==> config.mk <==
export PLATFORM = sky130hd
export DESIGN_NAME = btb1_predictor
export DESIGN_NICKNAME = d
export VERILOG_FILES = /design/src/rtl/btb1_pkg.sv /design/src/rtl/btb1_update_ctrl.sv /design/src/rtl/btb1_entry.sv /design/src/rtl/btb1_lookup.sv /design/src/rtl/btb1_predictor.sv
export SDC_FILE = /design/constraint.sdc
export NUM_CORES = 1
export LEC_CHECK = 0
export ABC_AREA = 1
export BUFFER_PORTS_ARGS = -buffer_cell sky130_fd_sc_hd__buf_2
export CORE_AREA = 10 10 109 111
export DETAILED_ROUTE_END_ITERATION = 6
export DIE_AREA = 0 0 119 121
export MAX_ROUTING_LAYER = met4
export PLACE_DENSITY = 0.8
export SKIP_CTS_REPAIR_TIMING = 1
export SYNTH_ARGS = -nofsm -noshare
export SYNTH_HDL_FRONTEND = slang
export SYNTH_HIERARCHICAL = 1
export SYNTH_SLANG_ARGS = --single-unit
==> constraint.sdc <==
create_clock -name clk -period 2.25 [get_ports clk]
set_input_delay 0.1125 -clock clk [delete_from_list [all_inputs] [get_ports clk]]
set_output_delay 0.1125 -clock clk [all_outputs]
set_load 0.05 [all_outputs]
==> src/rtl/btb1_pkg.sv <==
package btb1_pkg;

  // Update decision applied to the single entry at the next clock edge.
  typedef enum logic [1:0] {
    UPD_HOLD = 2'd0,
    UPD_FILL = 2'd1,
    UPD_KILL = 2'd2
  } upd_e;

endpackage

==> src/rtl/btb1_update_ctrl.sv <==
module btb1_update_ctrl
  import btb1_pkg::*;
#(
  parameter int AW = 32
) (
  input  logic          br_valid,
  input  logic [AW-1:0] br_pc,
  input  logic [AW-1:0] br_target,
  input  logic          br_taken,
  input  logic          fencei,
  input  logic          trap,
  input  logic          ent_valid,
  input  logic [AW-1:0] ent_addr,
  output upd_e          action
);

  logic backward;
  logic mispredict;
  logic kill;
  logic fill;

  always_comb begin
    // Strictly lower destination: equal address is not a loop.
    backward   = (br_target < br_pc);
    // Entry predicted this branch taken, but it fell through.
    mispredict = br_valid && !br_taken && ent_valid && (br_pc == ent_addr);
    kill       = fencei || trap || mispredict;
    fill       = br_valid && br_taken && backward;
    // Invalidation outranks allocation.
    if (kill)      action = UPD_KILL;
    else if (fill) action = UPD_FILL;
    else           action = UPD_HOLD;
  end

endmodule

==> src/rtl/btb1_entry.sv <==
module btb1_entry
  import btb1_pkg::*;
#(
  parameter int AW = 32
) (
  input  logic          clk,
  input  logic          rst_n,
  input  upd_e          action,
  input  logic [AW-1:0] wr_addr,
  input  logic [AW-1:0] wr_target,
  output logic          ent_valid,
  output logic [AW-1:0] ent_addr,
  output logic [AW-1:0] ent_target
);

  always_ff @(posedge clk) begin
    if (!rst_n) begin
      ent_valid  <= 1'b0;
      ent_addr   <= '0;
      ent_target <= '0;
    end else begin
      unique case (action)
        UPD_KILL: ent_valid <= 1'b0;
        UPD_FILL: begin
          ent_valid  <= 1'b1;
          ent_addr   <= wr_addr;
          ent_target <= wr_target;
        end
        default: ;
      endcase
    end
  end

endmodule

==> src/rtl/btb1_lookup.sv <==
module btb1_lookup #(
  parameter int AW = 32
) (
  input  logic          ent_valid,
  input  logic [AW-1:0] ent_addr,
  input  logic [AW-1:0] ent_target,
  input  logic [AW-1:0] fetch_addr,
  output logic          hit,
  output logic [AW-1:0] hit_target
);

  always_comb begin
    hit        = ent_valid && (fetch_addr == ent_addr);
    hit_target = hit ? ent_target : '0;
  end

endmodule

==> src/rtl/btb1_predictor.sv <==
module btb1_predictor
  import btb1_pkg::*;
#(
  parameter int AW = 32
) (
  input  logic          clk,
  input  logic          rst_n,
  input  logic [AW-1:0] fetch_addr,
  input  logic          br_valid,
  input  logic [AW-1:0] br_pc,
  input  logic [AW-1:0] br_target,
  input  logic          br_taken,
  input  logic          fencei,
  input  logic          trap,
  output logic          pred_taken,
  output logic [AW-1:0] pred_target
);

  upd_e          action;
  logic          ent_valid;
  logic [AW-1:0] ent_addr;
  logic [AW-1:0] ent_target;

  btb1_update_ctrl #(.AW(AW)) ctrl_i (
    .br_valid  (br_valid),
    .br_pc     (br_pc),
    .br_target (br_target),
    .br_taken  (br_taken),
    .fencei    (fencei),
    .trap      (trap),
    .ent_valid (ent_valid),
    .ent_addr  (ent_addr),
    .action    (action)
  );

  btb1_entry #(.AW(AW)) entry_i (
    .clk        (clk),
    .rst_n      (rst_n),
    .action     (action),
    .wr_addr    (br_pc),
    .wr_target  (br_target),
    .ent_valid  (ent_valid),
    .ent_addr   (ent_addr),
    .ent_target (ent_target)
  );

  btb1_lookup #(.AW(AW)) lookup_i (
    .ent_valid  (ent_valid),
    .ent_addr   (ent_addr),
    .ent_target (ent_target),
    .fetch_addr (fetch_addr),
    .hit        (pred_taken),
    .hit_target (pred_target)
  );

endmodule

==> results.py <==
metrics = {
    "die": {
        "initial_core_util": 0.535,
        "die_x_um": 119,
        "core_region_area_sq_mm": 0.00964,
        "rows": 36,
        "fp.dieArea_sq_mm": 0.0144,
        "fp.dieH_um": 121,
        "io_pins": 135,
    },
    "place": {
        "pre_cts_ws_ns": 0.0476,
        "place_hpwl_um": 10300,
        "routabilityCongestion": 0.862,
        "io_buffers": 134,
    },
    "clock_tree": {
        "cts_buffers": 9,
        "insertion_delay_ns": 0.33,
        "clockBufferDepth": 2,
        "cts.sinks": 65,
        "clk_pin_slew_ns": 0.08,
        "htreeDepth": 3,
        "clock-root-buffer": "clkbuf_8",
        "cts_tree": "built",
    },
    "worst_setup_path": {
        "worst-path-buf-inv": 3,
        "arrival_ns": 2.02,
        "path_max_fanout": 22,
        "worstReg2RegStart": "entry_i/ent_addr[27]",
        "crit_start": "entry_i/ent_addr[27]",
        "critical-path-max-stage-delay_ns": 0.46,
        "endpoint_kind": "primary output",
        "path_cells": "inv_1 -> nand2_1 -> o21ai_1 -> nor2_1 -> nand2_1 -> nor2_2 -> nand3_4 -> buf_6 -> nor3_1 -> buf_4",
        "cp-start-kind": "flop",
        "critPathSlowestCell": "dfxtp_1",
        "crit_type": "reg2out",
        "crit_family": "simple AND/OR/NAND/NOR gates",
        "cp_common_cell": "nand2_1",
        "worstPathRequired_ns": 2.14,
    },
    "sta": {
        "worstMarginPinSlew_ns": 0.728,
        "slew_headroom": 0.515,
        "skew_ns": 0.0107,
        "finalWorstPathRequiredPeriod_ns": 2.13,
        "hold_viol_final": 0,
        "fmax_ghz": 0.469,
        "maxSlewViolCount": 0,
        "setup_viol": 0,
        "min_period_over_period": 0.947,
        "setup_ws_ns": 0.118,
    },
    "synthesis": {
        "ys_seq_area_frac": 0.252,
        "yosysTopAreaCell": "dfxtp_1",
        "netlist_instances": 849,
        "synth_edf_count": 0,
        "synth.most_common_cell": "nand2_1",
        "synth_area_per_cell_sq_um": 6.07,
        "synth-async-reset-ratio": 0,
        "netlist_area_sq_mm": 0.00516,
        "synth_cell_type_count": 25,
        "yosysWarnings": 6,
        "synth_top_area_frac": 0.252,
        "synth.area.top_cells": "dfxtp_1 25%, nand2_1 19%, inv_1 13%",
        "ys_top_cells_by_count": "255 x nand2_1, 178 x inv_1, 171 x nor2_1, 65 x dfxtp_1, 33 x ha_1",
        "syn_nets": 984,
        "synth_flop_cell": "dfxtp_1",
        "synth_seq_cells": 65,
    },
    "drt": {
        "vias": 4933,
        "first_iter_violations": 214,
        "drc": 0,
        "detail_route.wl_per_cell_um": 11.7,
        "postRouteAntennaNets": 0,
        "drt-vias-per-instance": 4.43,
        "wl_um": 13000,
        "drt_pass1_iterations": 5,
    },
    "layout": {
        "utilization": 0.629,
        "fin_nets": 1109,
        "drive_gt1_frac": 0.211,
        "synthToLayoutAreaGrowth_pct": 17.5,
    },
    "power": {
        "p_per_area_mw_per_mm2": 412,
        "p_leak_nw": 3.13,
        "peakVddDrop_v": 0.000347,
    },
    "grt": {
        "grt_pass1_vias": 4623,
        "antenna_found_initial": 1,
        "grtUsageTotal": 0.185,
        "grt_pass1_wl_um": 21600,
        "gr-total-overflow": 0,
        "grt_max_degree": 66,
    },
    "run_status": {
        "outcome": "finished, final reports clean",
    },
    "min_path": {
        "hold_class": "in2reg",
        "min_from": "br_target[13]",
    },
    "flow_run": {
        "cap_violations": 0,
    },
}
## layout make-up
| cell class | instances | area [sq um] |
|---|---|---|
| clock buffer | 9 | 124 |
| tap | 133 | 166 |
| clock inverter | 7 | 46.3 |
| antenna | 1 | 2.50 |
| fill | 991 | 3580 |
| timing repair buffer | 142 | 822 |
| sequential | 65 | 1300 |
| multi-input combinational | 570 | 2900 |
| inverter | 186 | 698 |
## cells in the final DEF (no fill, tap or decap), types with 2 or more instances in the layout
| cell type | instances |
|---|---|
| nand4_1 | 2 |
| a21oi_1 | 15 |
| xor2_1 | 12 |
| nor2_2 | 4 |
| o21ai_0 | 4 |
| xnor2_1 | 19 |
| buf_12 | 3 |
| nor3_1 | 5 |
| nand2_1 | 255 |
| buf_2 | 114 |
| inv_1 | 178 |
| nor2_1 | 171 |
| clkbuf_4 | 13 |
| clkinv_2 | 3 |
| o21a_1 | 2 |
| inv_2 | 8 |
| nor3_2 | 30 |
| clkinvlp_4 | 3 |
| o21ai_1 | 7 |
| dfxtp_1 | 63 |
| nand3_1 | 6 |
| buf_4 | 11 |
| dfxtp_2 | 2 |
| ha_1 | 32 |
| clkbuf_8 | 9 |
## metrics by stage
stage               area, sq um  hold slack [ns]  power, W  TNS, ns  cells
finish                     6060           0.0770   0.00250        0   1113
global route               6060           0.0747   0.00265  -0.0259   1113
CTS                        6000           0.0597   0.00253        0   1112
detailed placement         5830            0.424   0.00165        0   1096
global placement           5830            0.415   0.00164        0   1096
floorplan                  5160            0.301   0.00148        0    849
## report_power, final
group          internal [W]  switching [W]  total (W)
logic              0.000197       0.000253   0.000450
registers           0.00116      0.0000106    0.00117
clock network      0.000397       0.000476   0.000873
total               0.00176       0.000740    0.00250
## path summary, 6_finish.rpt
check	to	slack, ns	cells after the start
setup / recovery	pred_target[0]	0.12	10
setup reg to reg	entry_i/ent_target[30]	0.24	15
hold / removal	entry_i/ent_target[13]	0.08	5
hold reg to reg	entry_i/ent_target[5]	0.47	2
## sequential cells by signal, indices dropped and copies added (netlist names)
register,flops
entry_i/ent_valid,1
entry_i/ent_target,32
entry_i/ent_addr,32
## cell families after synthesis
logic type	synth area share
XOR/XNOR	0.0526
AO/OA/AOI/OAI	0.0296
flip-flops	0.252
adder cells (fa/ha/maj)	0.0801
buffers and inverters	0.188
AND/OR/NAND/NOR	0.397
## worst register-to-register path, cell delays in order (launching register included)
cell     delay [ns]
dfxtp_1        0.46
inv_1          0.07
nand2_1        0.07
nand2_1        0.04
nand2_1        0.05
nor2_1         0.06
nand2_1        0.05
nor2_1         0.04
nand3_1        0.09
nand3_1        0.09
nor2_1         0.23
ha_4           0.23
buf_12         0.21
nand2_1        0.09
nand2_1        0.06
nor2_1         0.06
## layer usage
layer,share of wire,global-route usage,up-vias,routed length [um]
li1,-,-,2706,-
met1,0.47,0.228,2107,6150
met2,0.47,0.309,118,6140
met3,0.050,0.0377,2,645
met4,0.0023,0.0298,0,30
met5,0,-,-,0
(Power assumes the default switching activity.)
